`config.mk`:
```
export PLATFORM = sky130hd
export DESIGN_NAME = serial_dual_divider
export DESIGN_NICKNAME = d
export VERILOG_FILES = /design/src/rtl/sdd_pkg.sv /design/src/rtl/sdd_ctrl.sv /design/src/rtl/sdd_divcounter.sv /design/src/rtl/sdd_datapath.sv /design/src/rtl/serial_dual_divider.sv
export SDC_FILE = /design/constraint.sdc
export NUM_CORES = 1
export LEC_CHECK = 0
export BUFFER_PORTS_ARGS = -buffer_cell sky130_fd_sc_hd__clkbuf_2
export CAP_MARGIN = 20
export CORE_ASPECT_RATIO = 0.8
export CORE_UTILIZATION = 50
export CTS_BUF_LIST = sky130_fd_sc_hd__clkbuf_16
export DETAILED_ROUTE_END_ITERATION = 12
export GPL_ROUTABILITY_DRIVEN = 0
export PLACE_DENSITY = 0.66
export SYNTH_ARGS = -nofsm -noshare
export SYNTH_HDL_FRONTEND = slang
export SYNTH_SLANG_ARGS = --single-unit
```
`constraint.sdc`:
```
create_clock -name clk -period 3.55 [get_ports clk]
set_input_delay 0.5325 -clock clk [delete_from_list [all_inputs] [get_ports clk]]
set_output_delay 0.5325 -clock clk [all_outputs]
set_load 0.01 [all_outputs]
```
`src/rtl/sdd_pkg.sv`:
```
package sdd_pkg;
  localparam int NUM_CH = 2;
  localparam int REF_CH = 0;
  localparam int FB_CH  = 1;

  typedef struct packed {
    logic shift;
    logic bitIn;
    logic commitRef;
    logic commitFb;
    logic refStep;
    logic fbStep;
  } sdd_strobes_t;
endpackage

```
`src/rtl/sdd_ctrl.sv`:
```
module sdd_ctrl
  import sdd_pkg::*;
#(
  parameter int SYNC_STAGES = 2
) (
  input  logic         clk,
  input  logic         rstN,
  input  logic         serClk,
  input  logic         serData,
  input  logic         serLatch,
  input  logic         refEn,
  input  logic         fbIn,
  input  logic         ctrlBit,
  output sdd_strobes_t strobes
);
  localparam int NIN = 4;
  localparam int I_CLK = 0;
  localparam int I_DAT = 1;
  localparam int I_LAT = 2;
  localparam int I_FB  = 3;

  logic [NIN-1:0] rawIn;
  logic [SYNC_STAGES-1:0][NIN-1:0] syncStage;
  logic [NIN-1:0] syncOut;
  logic clkPrev, fbPrev;

  assign rawIn   = {fbIn, serLatch, serData, serClk};
  assign syncOut = syncStage[SYNC_STAGES-1];

  always_ff @(posedge clk) begin
    if (!rstN) begin
      syncStage <= '0;
      clkPrev   <= 1'b0;
      fbPrev    <= 1'b0;
    end else begin
      syncStage[0] <= rawIn;
      for (int s = 1; s < SYNC_STAGES; s++) syncStage[s] <= syncStage[s-1];
      clkPrev <= syncOut[I_CLK];
      fbPrev  <= syncOut[I_FB];
    end
  end

  always_comb begin
    strobes.shift     = syncOut[I_CLK] & ~clkPrev;
    strobes.bitIn     = syncOut[I_DAT];
    strobes.commitRef = syncOut[I_LAT] & ctrlBit;
    strobes.commitFb  = syncOut[I_LAT] & ~ctrlBit;
    strobes.refStep   = refEn;
    strobes.fbStep    = syncOut[I_FB] & ~fbPrev;
  end
endmodule

```
`src/rtl/sdd_divcounter.sv`:
```
module sdd_divcounter #(
  parameter int WIDTH = 14
) (
  input  logic             clk,
  input  logic             rstN,
  input  logic [WIDTH-1:0] loadVal,
  input  logic             step,
  output logic             tick
);
  logic [WIDTH-1:0] count;

  // Terminal count at 1 or below: a load of 0 or 1 ticks on every step.
  always_ff @(posedge clk) begin
    if (!rstN) begin
      count <= '1;
      tick  <= 1'b0;
    end else begin
      tick <= 1'b0;
      if (step) begin
        if (count <= WIDTH'(1)) begin
          count <= loadVal;
          tick  <= 1'b1;
        end else begin
          count <= count - WIDTH'(1);
        end
      end
    end
  end
endmodule

```
`src/rtl/sdd_datapath.sv`:
```
module sdd_datapath
  import sdd_pkg::*;
#(
  parameter int WIDTH = 14
) (
  input  logic         clk,
  input  logic         rstN,
  input  sdd_strobes_t strobes,
  output logic         ctrlBit,
  output logic         refTick,
  output logic         fbTick
);
  localparam int SR_BITS = WIDTH + 1;

  logic [SR_BITS-1:0] shiftReg;
  logic [WIDTH-1:0]   refLatch, fbLatch;
  logic [WIDTH-1:0]   loadVals [NUM_CH];
  logic [NUM_CH-1:0]  stepVec, tickVec;

  assign ctrlBit = shiftReg[0];

  always_ff @(posedge clk) begin
    if (!rstN) begin
      shiftReg <= '0;
      refLatch <= '1;
      fbLatch  <= '1;
    end else begin
      if (strobes.shift)     shiftReg <= {shiftReg[SR_BITS-2:0], strobes.bitIn};
      if (strobes.commitRef) refLatch <= shiftReg[SR_BITS-1:1];
      if (strobes.commitFb)  fbLatch  <= shiftReg[SR_BITS-1:1];
    end
  end

  assign loadVals[REF_CH] = refLatch;
  assign loadVals[FB_CH]  = fbLatch;
  assign stepVec[REF_CH]  = strobes.refStep;
  assign stepVec[FB_CH]   = strobes.fbStep;

  for (genvar ch = 0; ch < NUM_CH; ch++) begin : g_div
    sdd_divcounter #(.WIDTH(WIDTH)) u_cnt (
      .clk    (clk),
      .rstN   (rstN),
      .loadVal(loadVals[ch]),
      .step   (stepVec[ch]),
      .tick   (tickVec[ch])
    );
  end

  assign refTick = tickVec[REF_CH];
  assign fbTick  = tickVec[FB_CH];
endmodule

```
`src/rtl/serial_dual_divider.sv`:
```
module serial_dual_divider
  import sdd_pkg::*;
#(
  parameter int WIDTH       = 14,
  parameter int SYNC_STAGES = 2
) (
  input  logic clk,
  input  logic rstN,
  input  logic serClk,
  input  logic serData,
  input  logic serLatch,
  input  logic refEn,
  input  logic fbIn,
  output logic refTick,
  output logic fbTick
);
  sdd_strobes_t strobes;
  logic ctrlBit;

  sdd_ctrl #(.SYNC_STAGES(SYNC_STAGES)) u_ctrl (
    .clk(clk), .rstN(rstN), .serClk(serClk), .serData(serData),
    .serLatch(serLatch), .refEn(refEn), .fbIn(fbIn),
    .ctrlBit(ctrlBit), .strobes(strobes)
  );

  sdd_datapath #(.WIDTH(WIDTH)) u_dp (
    .clk(clk), .rstN(rstN), .strobes(strobes),
    .ctrlBit(ctrlBit), .refTick(refTick), .fbTick(fbTick)
  );
endmodule

```
# [Yosys cells after proc, flatten, opt, wreduce, memory -nomap -nowiden]
# Cells that the tools add are included.
[word_totals] register_bits=83 in_bits=7 out_inout_bits=2 elab_cells=28
[classes] addsub=2 n_lt_le_gt_ge=2 muxes=4 bitwise_logic=7 n_reduce_logical=2
[op_table] cell="$le A14 B1 Y1 const B" n=2
[op_table] cell="$mux W14" n=2
[op_table] cell="$sub A14 B1 Y14 const B" n=2
[op_table] cell="$and A1 B1 Y1" n=4
[op_table] cell="$reduce_and A2 Y1" n=2
[op_table] cell="$not A1 Y1" n=3
[op_table] cell="$mux W1" n=2

# [Depth between registers and ports, before layout]
[depth] depth_word=3 depth_mapped=8 depth_no_buf=7

# [Hierarchy]
# A second synthesis with hierarchy kept.
[unflattened] hier_cells=406 area_unflattened_um2=3766.1
[modules_own_cells] module="sdd_divcounter" instances=2 cells_per_inst=120 area_per_inst_um2=937.1 seq_area_each_um2=300.3
[modules_own_cells] module="sdd_datapath" instances=1 cells_per_inst=140 area_per_inst_um2=1589.0 seq_area_each_um2=860.8
[modules_own_cells] module="sdd_ctrl" instances=1 cells_per_inst=26 area_per_inst_um2=302.8 seq_area_each_um2=200.2

# [Worst setup path before layout]
# No wires, ideal clock.
[synth_timing] path_type="register to register" start="register u_dp.g_div[1].u_cnt.count[9]" end="register u_dp.g_div[1].u_cnt.count[0]" setup_time_ps=141 arrival_time_ps=1797 t_required_ps=3409 path_slack_ps=1612 path_stages_with_launch=7 path_buffers=1 synth_period_minus_slack_ps=1938 path_cell_list="dfxtp_1 -> or3_4 -> or4_4 -> or2_4 -> buf_6 -> o211ai_2 -> o211ai_1"
[synth_via] elab_chain_cells=2
[synth_lines] element="start: declaration" line="sdd_divcounter.sv:10" text="logic [WIDTH-1:0] count;"
[synth_lines] element="start signal: assignment" line="sdd_divcounter.sv:21" text="count <= loadVal;"
[synth_lines] element="start signal: assignment" line="sdd_divcounter.sv:24" text="count <= count - WIDTH'(1);"
[synth_lines] element="$le A14 B1 Y1" line="sdd_divcounter.sv:20" text="if (count <= WIDTH'(1)) begin"
[synth_lines] element="$mux W14" line="sdd_divcounter.sv:20"
# Every way passes these cells.
# A chain may end at the register's enable or synchronous reset.

# [Final worst setup path]
[layout_timing] start="register u_dp.g_div[0].u_cnt.count[4]" end="register u_dp.g_div[0].u_cnt.count[4]"
[layout_via] elab_chain_cells=2 word_cells_on_any_way=3 classes_between="add/sub (1); order compare (1); mux (1)"
[layout_lines] element="start: declaration" line="sdd_divcounter.sv:10"
[layout_lines] element="start signal: assignment" line="sdd_divcounter.sv:21"
[layout_lines] element="start signal: assignment" line="sdd_divcounter.sv:24"
[layout_lines] element="$sub A14 B1 Y14 or $le A14 B1 Y1 (tied branches)" line="sdd_divcounter.sv:24, sdd_divcounter.sv:20"
[layout_lines] element="$mux W14 (*)" line="sdd_divcounter.sv:20"
# Mark *: on every way between the ends. The rest lies on a longest branch, timed or not.

==> results.cfg <==
[outcome]
status = completed

[sta]
fin_crit_sh_pct = 65.1
final-hold-violation-count = 0
whs_ps = 414
tightest_slew_ps = 1090
rsz0062_at_grt = false
drv_slew = 0
slew_headroom_pct = 27.1
min_period_ps = 2310
fmax_mhz = 433
setup_tns_ps = 0
skew_ps = 6.22
setup_viol = 0

[grt]
overflow = 0
antenna_found_initial = 0
grt_usage_pct = 22.3
globalRouteMet1Util_pct = 32.3
grt_pass1_vias = 2752
busiest_layer = met2
grt_first_pass_wirelength_um = 13600
grt_util_met2_pct = 32.6
grt_max_degree = 33
grt_use_met3_pct = 6.31

[synthesis]
synth_fp_nets = 452
yosys.area.top_type = dfxtp_1
synth_edf_count = 0
ys_types = 49
synth-main-ff-cell = dfxtp_1
synth_top_area_share_pct = 46.0
synth-seq-cells = 83
seq_area_frac_synth_pct = 46.0
synth_area_per_cell_um2 = 8.22
syn_area_um2 = 3610
synthCells = 439
async_flop_share_pct = 0
synth_area_leaders = dfxtp_1 46%, nand2_1 11%, nand3_1 4.9%
synthMostInstantiatedCell = nand2_1
synth_common_cells = 106 x nand2_1, 83 x dfxtp_1, 35 x nand3_1, 29 x o21ai_0, 23 x inv_1
yosysWarnings = 0

[cts]
clkTransAtPathRegs_ps = 60
cts_buffers = 9
clkSinkCount = 83
cts-htree-levels = 3
cts_tree = built
cts_root_buf = clkbuf_16
worstSkewPairLatency_ps = 330
postCtsSetupBuffers = 0
postCtsHoldBufs = 0
cts_max_path_buffers = 2
cts_resized = 0

[power_and_ir_drop]
power_frac_seq_pct = 50.0
swShare_pct = 21.3
power_density_nw_per_um2 = 484
clockPowerShare_pct = 46.2
p_int_mw = 1.51
pwr-share-comb_pct = 3.8
power_leakage_nw = 1.66
p_switching_uw = 409
worst_ir_drop_vdd_mv = 0.310

[worst_setup_path]
reg2reg_slack_ps = 1240
worst_setup_path_end_kind = flip-flop
critPathKind = reg2reg
cp_slowest_cell = nor4_1
cp_cell_sequence = nor4_1 -> nor3b_2 -> nand3_1 -> o22ai_1 -> a32oi_1
worst-path-stages = 5
crit_fanout = 11
max_stage_delay_ps = 550
worst_r2r_path_depth = 5
start_kind = flip-flop
timing.critical_path.max_delay_family = simple AND/OR/NAND/NOR gates
r2r-end = u_dp.g_div[0].u_cnt.count[4]
critPathBufInv = 0
crit_required_ps = 3740
critPathCapture = u_dp.g_div[0].u_cnt.count[4]
r2r_start = u_dp.g_div[0].u_cnt.count[4]
arrival_ps = 2500
crit_start = u_dp.g_div[0].u_cnt.count[4]

[drt]
routed_wl_um = 7800
via_per_inst = 5.82
firstDrtPassIters = 5
num_vias = 3071
ant_nets = 0
drtIter0Drc = 236
wl_per_cell_um = 14.8
drc = 0

[floorplanning]
die_x_um = 97.0
io_pins = 9
initial_core_util_pct = 52.1
die_height_um = 78.0
dieArea_um2 = 7560
rows = 27
coreArea_um2 = 6930

[final_layout]
fill_cells = 631
syn_to_final_growth_pct = 9.67
num_antenna_cells = 0
drive_above_1_share_pct = 7.71
fin_nets = 449

[placement]
port_buffers = 8
place_hpwl_um = 5390

[worst_hold_path]
whs_path_depth = 2
holdCritPathClass = in2reg

[flow_run]
cap_violations = 0
[how the worst min path moves through the flow]
stage	from	endpoint
floorplan	u_ctrl.syncStage[0]	u_ctrl.syncOut[0]
global placement	u_ctrl.syncStage[0]	u_ctrl.syncOut[0]
detailed placement	u_ctrl.syncStage[3]	u_ctrl.syncOut[3]
CTS	serClk	u_ctrl.syncStage[0]
global route	serClk	u_ctrl.syncStage[0]
finish	serClk	u_ctrl.syncStage[0]
[cells by family (layout without fill, tap and decap cells)]
group           Yosys count  after routing  share of synthesized area, %
compound gates           91             91                          17.8
fa+ha+maj                 6              6                          2.08
buf+inv                  48             50                          5.34
flops                    83             83                          46.0
mux                       3              3                         0.832
simple gates            208            208                          27.9
[cell type report]
cell class                 count  area [um2]  share of cell area [%]
timing repair buffer          11        62.6                    1.58
clock buffer                   9         225                    5.69
multi-input combinational    308        1750                    44.3
clock inverter                 7        58.8                    1.49
inverter                      23        86.3                    2.18
tap                           87         109                    2.75
sequential                    83        1660                    42.0
[layer usage]
metal  routed length, um  part of all wire (%)
met3                 412                   5.3
met5                   0                     0
met4                  37                  0.47
met1                4080                    52
met2                3270                    42
[per-stage QoR]
stage	utilization (%)	setup WS, ps	cell area [um2]	std cells	power, mW
floorplan	-	1610	3610	439	1.03
global placement	53.0	1380	3670	512	1.05
detailed placement	53.0	1330	3670	512	1.05
CTS	57.1	1300	3960	528	1.93
global route	57.1	988	3960	528	1.99
finish	57.1	1240	3960	528	1.92
[power groups by stage]
stage | combinational, mW | sequential [mW] | clock (mW)
2_1_floorplan | 0.0552 | 0.976 | 0
3_3_place_gp | 0.0713 | 0.980 | 0
3_5_place_dp | 0.0720 | 0.980 | 0
4_1_cts | 0.0728 | 0.959 | 0.900
5_1_grt | 0.0816 | 0.961 | 0.948
6_report | 0.0727 | 0.959 | 0.885
[placed cells by master, fill, tap and decap left out, types with 2 or more instances in the layout]
cell,synthesis,routed
nor2b_1,3,3
mux2i_1,3,3
nor3_1,6,6
nand2_1,106,106
nor3b_1,2,2
nor2_1,10,10
clkbuf_2,0,8
dfxtp_1,83,83
and2_1,15,15
clkinv_1,0,4
o211ai_1,2,2
a21oi_1,3,3
o2bb2ai_1,6,6
nand2b_1,5,5
or4_4,2,2
o41ai_1,2,2
o22ai_1,3,3
a32oi_1,15,15
nor4_1,5,5
and4_1,4,4
ha_1,6,6
buf_4,1,3
clkbuf_16,0,9
o31ai_1,4,4
nand3_1,35,35
a31oi_1,2,2
o21ai_0,29,29
and3_1,5,5
inv_1,23,23
nand4_1,2,2
a21boi_0,16,16
[registers in the layout, summed over array words and instances, names as in the netlist]
| register | cells |
|---|---|
| u_ctrl.fbPrev | 1 |
| u_dp.fbLatch | 14 |
| u_ctrl.clkPrev | 1 |
| u_dp.g_div.u_cnt.tick | 2 |
| u_dp.refLatch | 14 |
| u_ctrl.syncStage | 4 |
| u_dp.g_div.u_cnt.count | 28 |
| u_dp.shiftReg | 15 |
| u_ctrl.syncOut | 4 |
(Power assumes the default switching activity.)
